## src/rtl/psr_pkg.sv

```systemverilog
package psr_pkg;

    localparam int unsigned PSR_WIDTH_DEF = 8;
    localparam int unsigned PSR_SYNC_DEF  = 2;

    typedef enum logic {
        PSR_LOAD  = 1'b0,
        PSR_SHIFT = 1'b1
    } psr_mode_e;

    // Synchronized control pins travel together through one pipeline.
    typedef struct packed {
        logic      gclk;
        logic      ginh;
        psr_mode_e mode;
        logic      ser;
    } psr_pins_t;

    // Gated clock level: the complement of the NOR of the pair.
    function automatic logic psr_gate_level(input psr_pins_t p);
        return p.gclk | p.ginh;
    endfunction

endpackage

```

## src/rtl/psr_clear_sync.sv

```systemverilog
module psr_clear_sync #(
    parameter int unsigned STAGES = 2
) (
    input  logic clk_i,
    input  logic clear_n_i,
    output logic clear_act_o
);
    logic [STAGES-1:0] rel_q;

    always_ff @(posedge clk_i or negedge clear_n_i) begin
        if (!clear_n_i) begin
            rel_q <= '0;
        end else begin
            rel_q <= {rel_q[STAGES-2:0], 1'b1};
        end
    end

    assign clear_act_o = ~rel_q[STAGES-1];
endmodule

```

## src/rtl/psr_edge_gen.sv

```systemverilog
module psr_edge_gen
    import psr_pkg::*;
#(
    parameter int unsigned WIDTH  = PSR_WIDTH_DEF,
    parameter int unsigned STAGES = PSR_SYNC_DEF
) (
    input  logic             clk_i,
    input  logic             clear_act_i,
    input  psr_pins_t        pins_i,
    input  logic [WIDTH-1:0] par_i,
    output psr_pins_t        pins_o,
    output logic [WIDTH-1:0] par_o,
    output logic             adv_o
);
    psr_pins_t        pins_pipe [STAGES];
    logic [WIDTH-1:0] par_pipe  [STAGES];
    logic             lvl_now;
    logic             lvl_q;

    always_ff @(posedge clk_i) begin
        pins_pipe[0] <= pins_i;
        par_pipe[0]  <= par_i;
    end

    for (genvar s = 1; s < STAGES; s++) begin : g_sync
        always_ff @(posedge clk_i) begin
            pins_pipe[s] <= pins_pipe[s-1];
            par_pipe[s]  <= par_pipe[s-1];
        end
    end

    assign pins_o  = pins_pipe[STAGES-1];
    assign par_o   = par_pipe[STAGES-1];
    assign lvl_now = psr_gate_level(pins_o);

    // Forced high during clear so the first cycle after release sees no rise.
    always_ff @(posedge clk_i or posedge clear_act_i) begin
        if (clear_act_i) begin
            lvl_q <= 1'b1;
        end else begin
            lvl_q <= lvl_now;
        end
    end

    assign adv_o = ~clear_act_i & ~lvl_q & lvl_now;
endmodule

```

## src/rtl/psr_stage_bank.sv

```systemverilog
module psr_stage_bank
    import psr_pkg::*;
#(
    parameter int unsigned WIDTH = PSR_WIDTH_DEF
) (
    input  logic             clk_i,
    input  logic             clear_act_i,
    input  logic             adv_i,
    input  psr_mode_e        mode_i,
    input  logic             ser_i,
    input  logic [WIDTH-1:0] par_i,
    output logic [WIDTH-1:0] q_o
);
    for (genvar i = 0; i < WIDTH; i++) begin : g_stage
        logic shift_src;
        logic d;
        logic q;

        if (i == 0) begin : g_head
            assign shift_src = ser_i;
        end else begin : g_body
            assign shift_src = q_o[i-1];
        end

        assign d = (mode_i == PSR_SHIFT) ? shift_src : par_i[i];

        always_ff @(posedge clk_i or posedge clear_act_i) begin
            if (clear_act_i) begin
                q <= 1'b0;
            end else if (adv_i) begin
                q <= d;
            end
        end

        assign q_o[i] = q;
    end
endmodule

```

## src/rtl/pload_shift_reg.sv

```systemverilog
module pload_shift_reg
    import psr_pkg::*;
#(
    parameter int unsigned WIDTH       = PSR_WIDTH_DEF,
    parameter int unsigned SYNC_STAGES = PSR_SYNC_DEF
) (
    input  logic             clk_i,
    input  logic             clear_n_i,
    input  logic             gate_clk_i,
    input  logic             gate_inh_i,
    input  logic             shift_mode_i,
    input  logic             ser_i,
    input  logic [WIDTH-1:0] par_i,
    output logic             ser_o
);
    localparam int unsigned LAST = WIDTH - 1;

    psr_pins_t        pins_raw;
    psr_pins_t        pins_s;
    logic [WIDTH-1:0] par_s;
    logic             clear_act;
    logic             adv;
    logic [WIDTH-1:0] stage_q;

    assign pins_raw.gclk = gate_clk_i;
    assign pins_raw.ginh = gate_inh_i;
    assign pins_raw.mode = psr_mode_e'(shift_mode_i);
    assign pins_raw.ser  = ser_i;

    psr_clear_sync #(.STAGES(SYNC_STAGES)) clr_i (
        .clk_i      (clk_i),
        .clear_n_i  (clear_n_i),
        .clear_act_o(clear_act)
    );

    psr_edge_gen #(.WIDTH(WIDTH), .STAGES(SYNC_STAGES)) edge_i (
        .clk_i      (clk_i),
        .clear_act_i(clear_act),
        .pins_i     (pins_raw),
        .par_i      (par_i),
        .pins_o     (pins_s),
        .par_o      (par_s),
        .adv_o      (adv)
    );

    psr_stage_bank #(.WIDTH(WIDTH)) bank_i (
        .clk_i      (clk_i),
        .clear_act_i(clear_act),
        .adv_i      (adv),
        .mode_i     (pins_s.mode),
        .ser_i      (pins_s.ser),
        .par_i      (par_s),
        .q_o        (stage_q)
    );

    assign ser_o = stage_q[LAST];
endmodule

```

## config.mk

```make
export PLATFORM = sky130hd
export DESIGN_NAME = pload_shift_reg
export DESIGN_NICKNAME = d
export VERILOG_FILES = /design/src/rtl/psr_pkg.sv /design/src/rtl/psr_clear_sync.sv /design/src/rtl/psr_edge_gen.sv /design/src/rtl/psr_stage_bank.sv /design/src/rtl/pload_shift_reg.sv
export SDC_FILE = /design/constraint.sdc
export NUM_CORES = 1
export LEC_CHECK = 0
export BUFFER_PORTS_ARGS = -buffer_cell sky130_fd_sc_hd__clkbuf_2
export CORE_AREA = 3 3 47 49
export CTS_CLUSTER_DIAMETER = 30
export DETAILED_ROUTE_END_ITERATION = 16
export DIE_AREA = 0 0 50 52
export PLACE_DENSITY = 0.82
export SLEW_MARGIN = 20
export SYNTH_ARGS = -nofsm -noshare
export SYNTH_HDL_FRONTEND = slang
export SYNTH_SLANG_ARGS = --single-unit
```

## constraint.sdc

```tcl
create_clock -name clk_i -period 0.8 [get_ports clk_i]
set_input_delay 0.08 -clock clk_i [delete_from_list [all_inputs] [get_ports clk_i]]
set_output_delay 0.08 -clock clk_i [all_outputs]
set_load 0.01 [all_outputs]
```

Yosys cells after proc, flatten, opt, wreduce, memory -nomap -nowiden
Memory sizes are Yosys's and may differ from the RTL's.
Index checks and enable logic that the tools add are counted.
{"block": "totals", "reg_bits": 11, "ramBits": 24, "mem_count": 2}
{"block": "classes", "mux": 8, "bitwise": 4}
{"name": "edge_i.par_pipe", "depth": 2, "word_bits": 8, "read_ports": 2, "rd_clocked_by_memory_dff": 0, "write_ports": 2, "line": "psr_edge_gen.sv:16", "rtl": "logic [WIDTH-1:0] par_pipe [STAGES];"}
{"name": "edge_i.pins_pipe", "depth": 2, "word_bits": 4, "read_ports": 2, "rd_clocked_by_memory_dff": 0, "write_ports": 2, "line": "psr_edge_gen.sv:15", "rtl": "psr_pins_t pins_pipe [STAGES];"}
{"operator": "$mux 1", "count": 8}
{"operator": "$and 1x1->1", "count": 2}
{"operator": "$not 1->1", "count": 1}
{"operator": "$or 1x1->1", "count": 1}

Longest topological paths before layout
{"block": "logic_depth", "word_depth": 3, "mapped_depth": 4, "ltp_nobuf": 3}

Modules after synthesis
A second synthesis with hierarchy kept.
{"block": "hier_totals", "hier_cells": 88, "area_unflattened_um2": 1119.8}
{"mod": "psr_edge_gen", "n_inst": 1, "cells_each": 40, "area_each_um2": 614.3, "seq_area_each_um2": 506.7}
{"mod": "psr_stage_bank", "n_inst": 1, "cells_each": 44, "area_each_um2": 447.9, "seq_area_each_um2": 200.2}
{"mod": "psr_clear_sync", "n_inst": 1, "cells_each": 4, "area_each_um2": 57.6, "seq_area_each_um2": 50.0}

Worst setup path before layout
OpenSTA, ideal clock, no wires.
{"block": "synth_path", "kind": "flip-flop to flip-flop", "start": "memory edge_i.pins_pipe[0][5] (netlist name)", "end": "register bank_i.g_stage[0].q", "setup_time_ns": 0.125, "arrival_ns": 1.163, "slack_ns": -0.488, "path_stages_with_launch": 4, "n_path_buf": 1, "synth_period_minus_slack_ns": 1.288, "path_cell_list": "dfxtp_1 clkbuf_1 mux2_2 mux2_4"}
{"item": "from (decl)", "line": "psr_edge_gen.sv:15"}
{"item": "to (signal assigned)", "line": "psr_stage_bank.sv:29", "rtl": "q <= 1'b0;"}
{"item": "to (signal assigned)", "line": "psr_stage_bank.sv:31", "rtl": "q <= d;"}
{"item": "to (decl)", "line": "psr_stage_bank.sv:17", "rtl": "logic q;"}

==> flow_summary.json <==
{
  "fillers": 125,
  "crit_family": "simple AND/OR/NAND/NOR gates",
  "ys.warnings.count": 0,
  "hold_violations": 0,
  "io_pins": 15,
  "viasPerCell": 4.286,
  "antenna_found_initial": 0,
  "crit_cells": 3,
  "synth_cells": 56,
  "power_mw": 3.676,
  "fin_crit_sh_pct": 151.1,
  "die-area_um2": 2600,
  "syn_nets": 70,
  "power.leakage_nw": 0.6295,
  "max_stage_delay_ns": 0.31,
  "ant_nets": 0,
  "hpwl_um": 832.6,
  "numCtsBuffers": 5,
  "worstPathArrival_ns": 1.42,
  "finalSetupTns_ns": -3.381,
  "gp_congestion": 0.7141,
  "grt_pass1_vias": 536,
  "peakVddDrop_mv": 1.773,
  "critPathSlowestCell": "dfxtp_1",
  "clkTransAtPathRegs_ns": 0.11,
  "rsz0062_at_grt": "yes",
  "drt-initial-drc-count": 3,
  "path_max_fanout": 8,
  "drive_above_1_share_pct": 52.53,
  "clockBufferDepth": 2,
  "cap_viol_max_count": 0,
  "synthToLayoutAreaGrowth_pct": 38.38,
  "cp.required_ns": 1.02,
  "antenna_cells": 0,
  "ys_ff_latch": 35,
  "worst_clock_skew_ns": 0.009372,
  "cts_tree": "done",
  "fmax_ghz": 0.8272,
  "r2r_cells": 3,
  "yosysTopAreaCellShare_pct": 48.00,
  "status": "finished with violations",
  "drc": 0,
  "layout_min_cycle_time_ns": 1.209,
  "drtPass1Iterations": 2,
  "ys_types": 10,
  "final_util_pct": 72.83,
  "via_count": 540,
  "syn_avg_cell_area_um2": 17.87,
  "die_width_um": 50,
  "io_buffers": 14,
  "grt_overflow": 0,
  "totalWireLength_um": 1322,
  "h-tree-depth": 2,
  "path_class": "register to register",
  "coreArea_um2": 1902,
  "power_density_nw_per_um2": 2654,
  "wl_per_cell_um": 10.49,
  "critPathBufInv": 0,
  "grt_pass1_wl_um": 2270,
  "clockRootBuffer": "clkbuf_4",
  "synth_area_leaders": "dfxtp_1 48%, dfrtp_1 25%, mux2_4 12%",
  "synth_largest_area_cell": "dfxtp_1",
  "slew_viol_final": 0,
  "grt_max_degree": 13,
  "cts.sinks": 35,
  "start_util_pct": 52.63,
  "end_kind": "register",
  "crit_chain": "or2_1 -> and3b_4 -> mux2_4",
  "dp_cells": 102,
  "grt_util_all_layers_pct": 12.92,
  "die_h_um": 52,
  "fin_hold_ws_ns": 0.05283,
  "yosysSeqAreaShare_pct": 75.63,
  "rows": 16,
  "setup_viol": 10,
  "num-nets-final": 112,
  "netlist_area_um2": 1001,
  "worstSetupStartpointType": "register",
  "layoutNonFillerInstCount": 126,
  "setup_ws_ns": -0.4089,
  "clk_latency_ns": 0.33,
  "violations": "negative setup slack",
  "hold_class": "input port to async pin"
}
synthesized netlist by cell type (all sizes together):
library cell	n
dfxtp	24
mux2	16
dfrtp	10
and3b	1
buf	1
clkbuf	1
conb	1
dfstp	1
or2	1
report_power, final:
part | total [mW] | leakage (nW) | internal, mW | switching (mW)
Clock | 0.997 | 0.0345 | 0.432 | 0.564
Combinational | 0.624 | 0.264 | 0.472 | 0.152
Sequential | 2.06 | 0.331 | 1.97 | 0.0892
Total | 3.68 | 0.630 | 2.87 | 0.806
worst register-to-register path: stages, from the launching register on:
cell and delay, ns:
dfxtp_1 0.31, or2_1 0.24, and3b_4 0.24, mux2_4 0.31
layer usage:
metal	up-vias	GRT usage, %	routed length [µm]
met2	14	19.78	666
met3	6	7.736	82
met1	254	13.28	539
li1	266	-	-
met4	0	8.295	34
met5	-	0	0
path summary, 6_finish.rpt:
kind                                                      from                               to  slack, ns
worst max-delay path            edge_i.pins_pipe[0][6]$_DFF_P_  bank_i.g_stage[4].q$_DFFE_PN0P_      -0.41
worst min-delay path                                 clear_n_i         clr_i.rel_q[1]$_DFF_PN0_       0.05
worst max register to register  edge_i.pins_pipe[0][6]$_DFF_P_  bank_i.g_stage[4].q$_DFFE_PN0P_      -0.41
worst min register to register        clr_i.rel_q[1]$_DFF_PN0_  bank_i.g_stage[5].q$_DFFE_PN0P_       0.19
max in group asynchronous             clr_i.rel_q[1]$_DFF_PN0_           edge_i.lvl_q$_DFF_PN1_       0.40
min in group clk_i               edge_i.par_pipe[0][7]$_DFF_P_   edge_i.par_pipe[0][15]$_DFF_P_       0.34
cells in the final DEF, fill, tap and decap left out, drive strengths merged:
cell type	count
clkinvlp	1
clkinv	1
conb	1
dfxtp	24
buf	10
dfrtp	10
dfstp	1
and3b	1
mux2	16
clkbuf	20
or2	1
dlygate4sd3	13
registers in the layout, indices dropped and copies added (netlist names):
| register | count |
|---|---|
| bank_i.g_stage.q | 8 |
| clr_i.rel_q | 2 |
| edge_i.lvl_q | 1 |
| edge_i.par_pipe | 16 |
| edge_i.pins_pipe | 8 |
area by class of cell:
| class | instances | area [µm²] | area share (%) |
|---|---|---|---|
| well taps | 27 | 33.78 | 2.439 |
| flip-flops and latches | 35 | 759.5 | 54.83 |
| clock buffers | 6 | 51.30 | 3.704 |
| multi-input cells | 19 | 232.7 | 16.80 |
| clock inverters | 2 | 16.27 | 1.174 |
| repair buffers | 37 | 291.5 | 21.05 |
stage by stage:
stage	area [µm²]	setup slack, ns
CTS	1370	-0.4758
finish	1385	-0.4089
global route	1385	-0.4506
floorplan	1003	-0.4229
detailed placement	1156	-0.5465
global placement	1156	-0.5148
kinds of logic after synthesis:
group / count (synthesis) / share of synthesized area, %
DFF: 35 / 75.63
muxes: 16 / 21.00
and+or+nand+nor: 2 / 1.501
buffers and inverters: 2 / 1.500
other: 1 / 0.3746
what timing repair did:
item,4_1_cts,5_1_grt
endpoints found under the setup margin,9,9
buffers inserted,2,1
gates resized for setup,1,3
pin swaps,2,1
hold buffers,13,0
endpoints found under the hold margin,14,0
(Power assumes the default switching activity.)
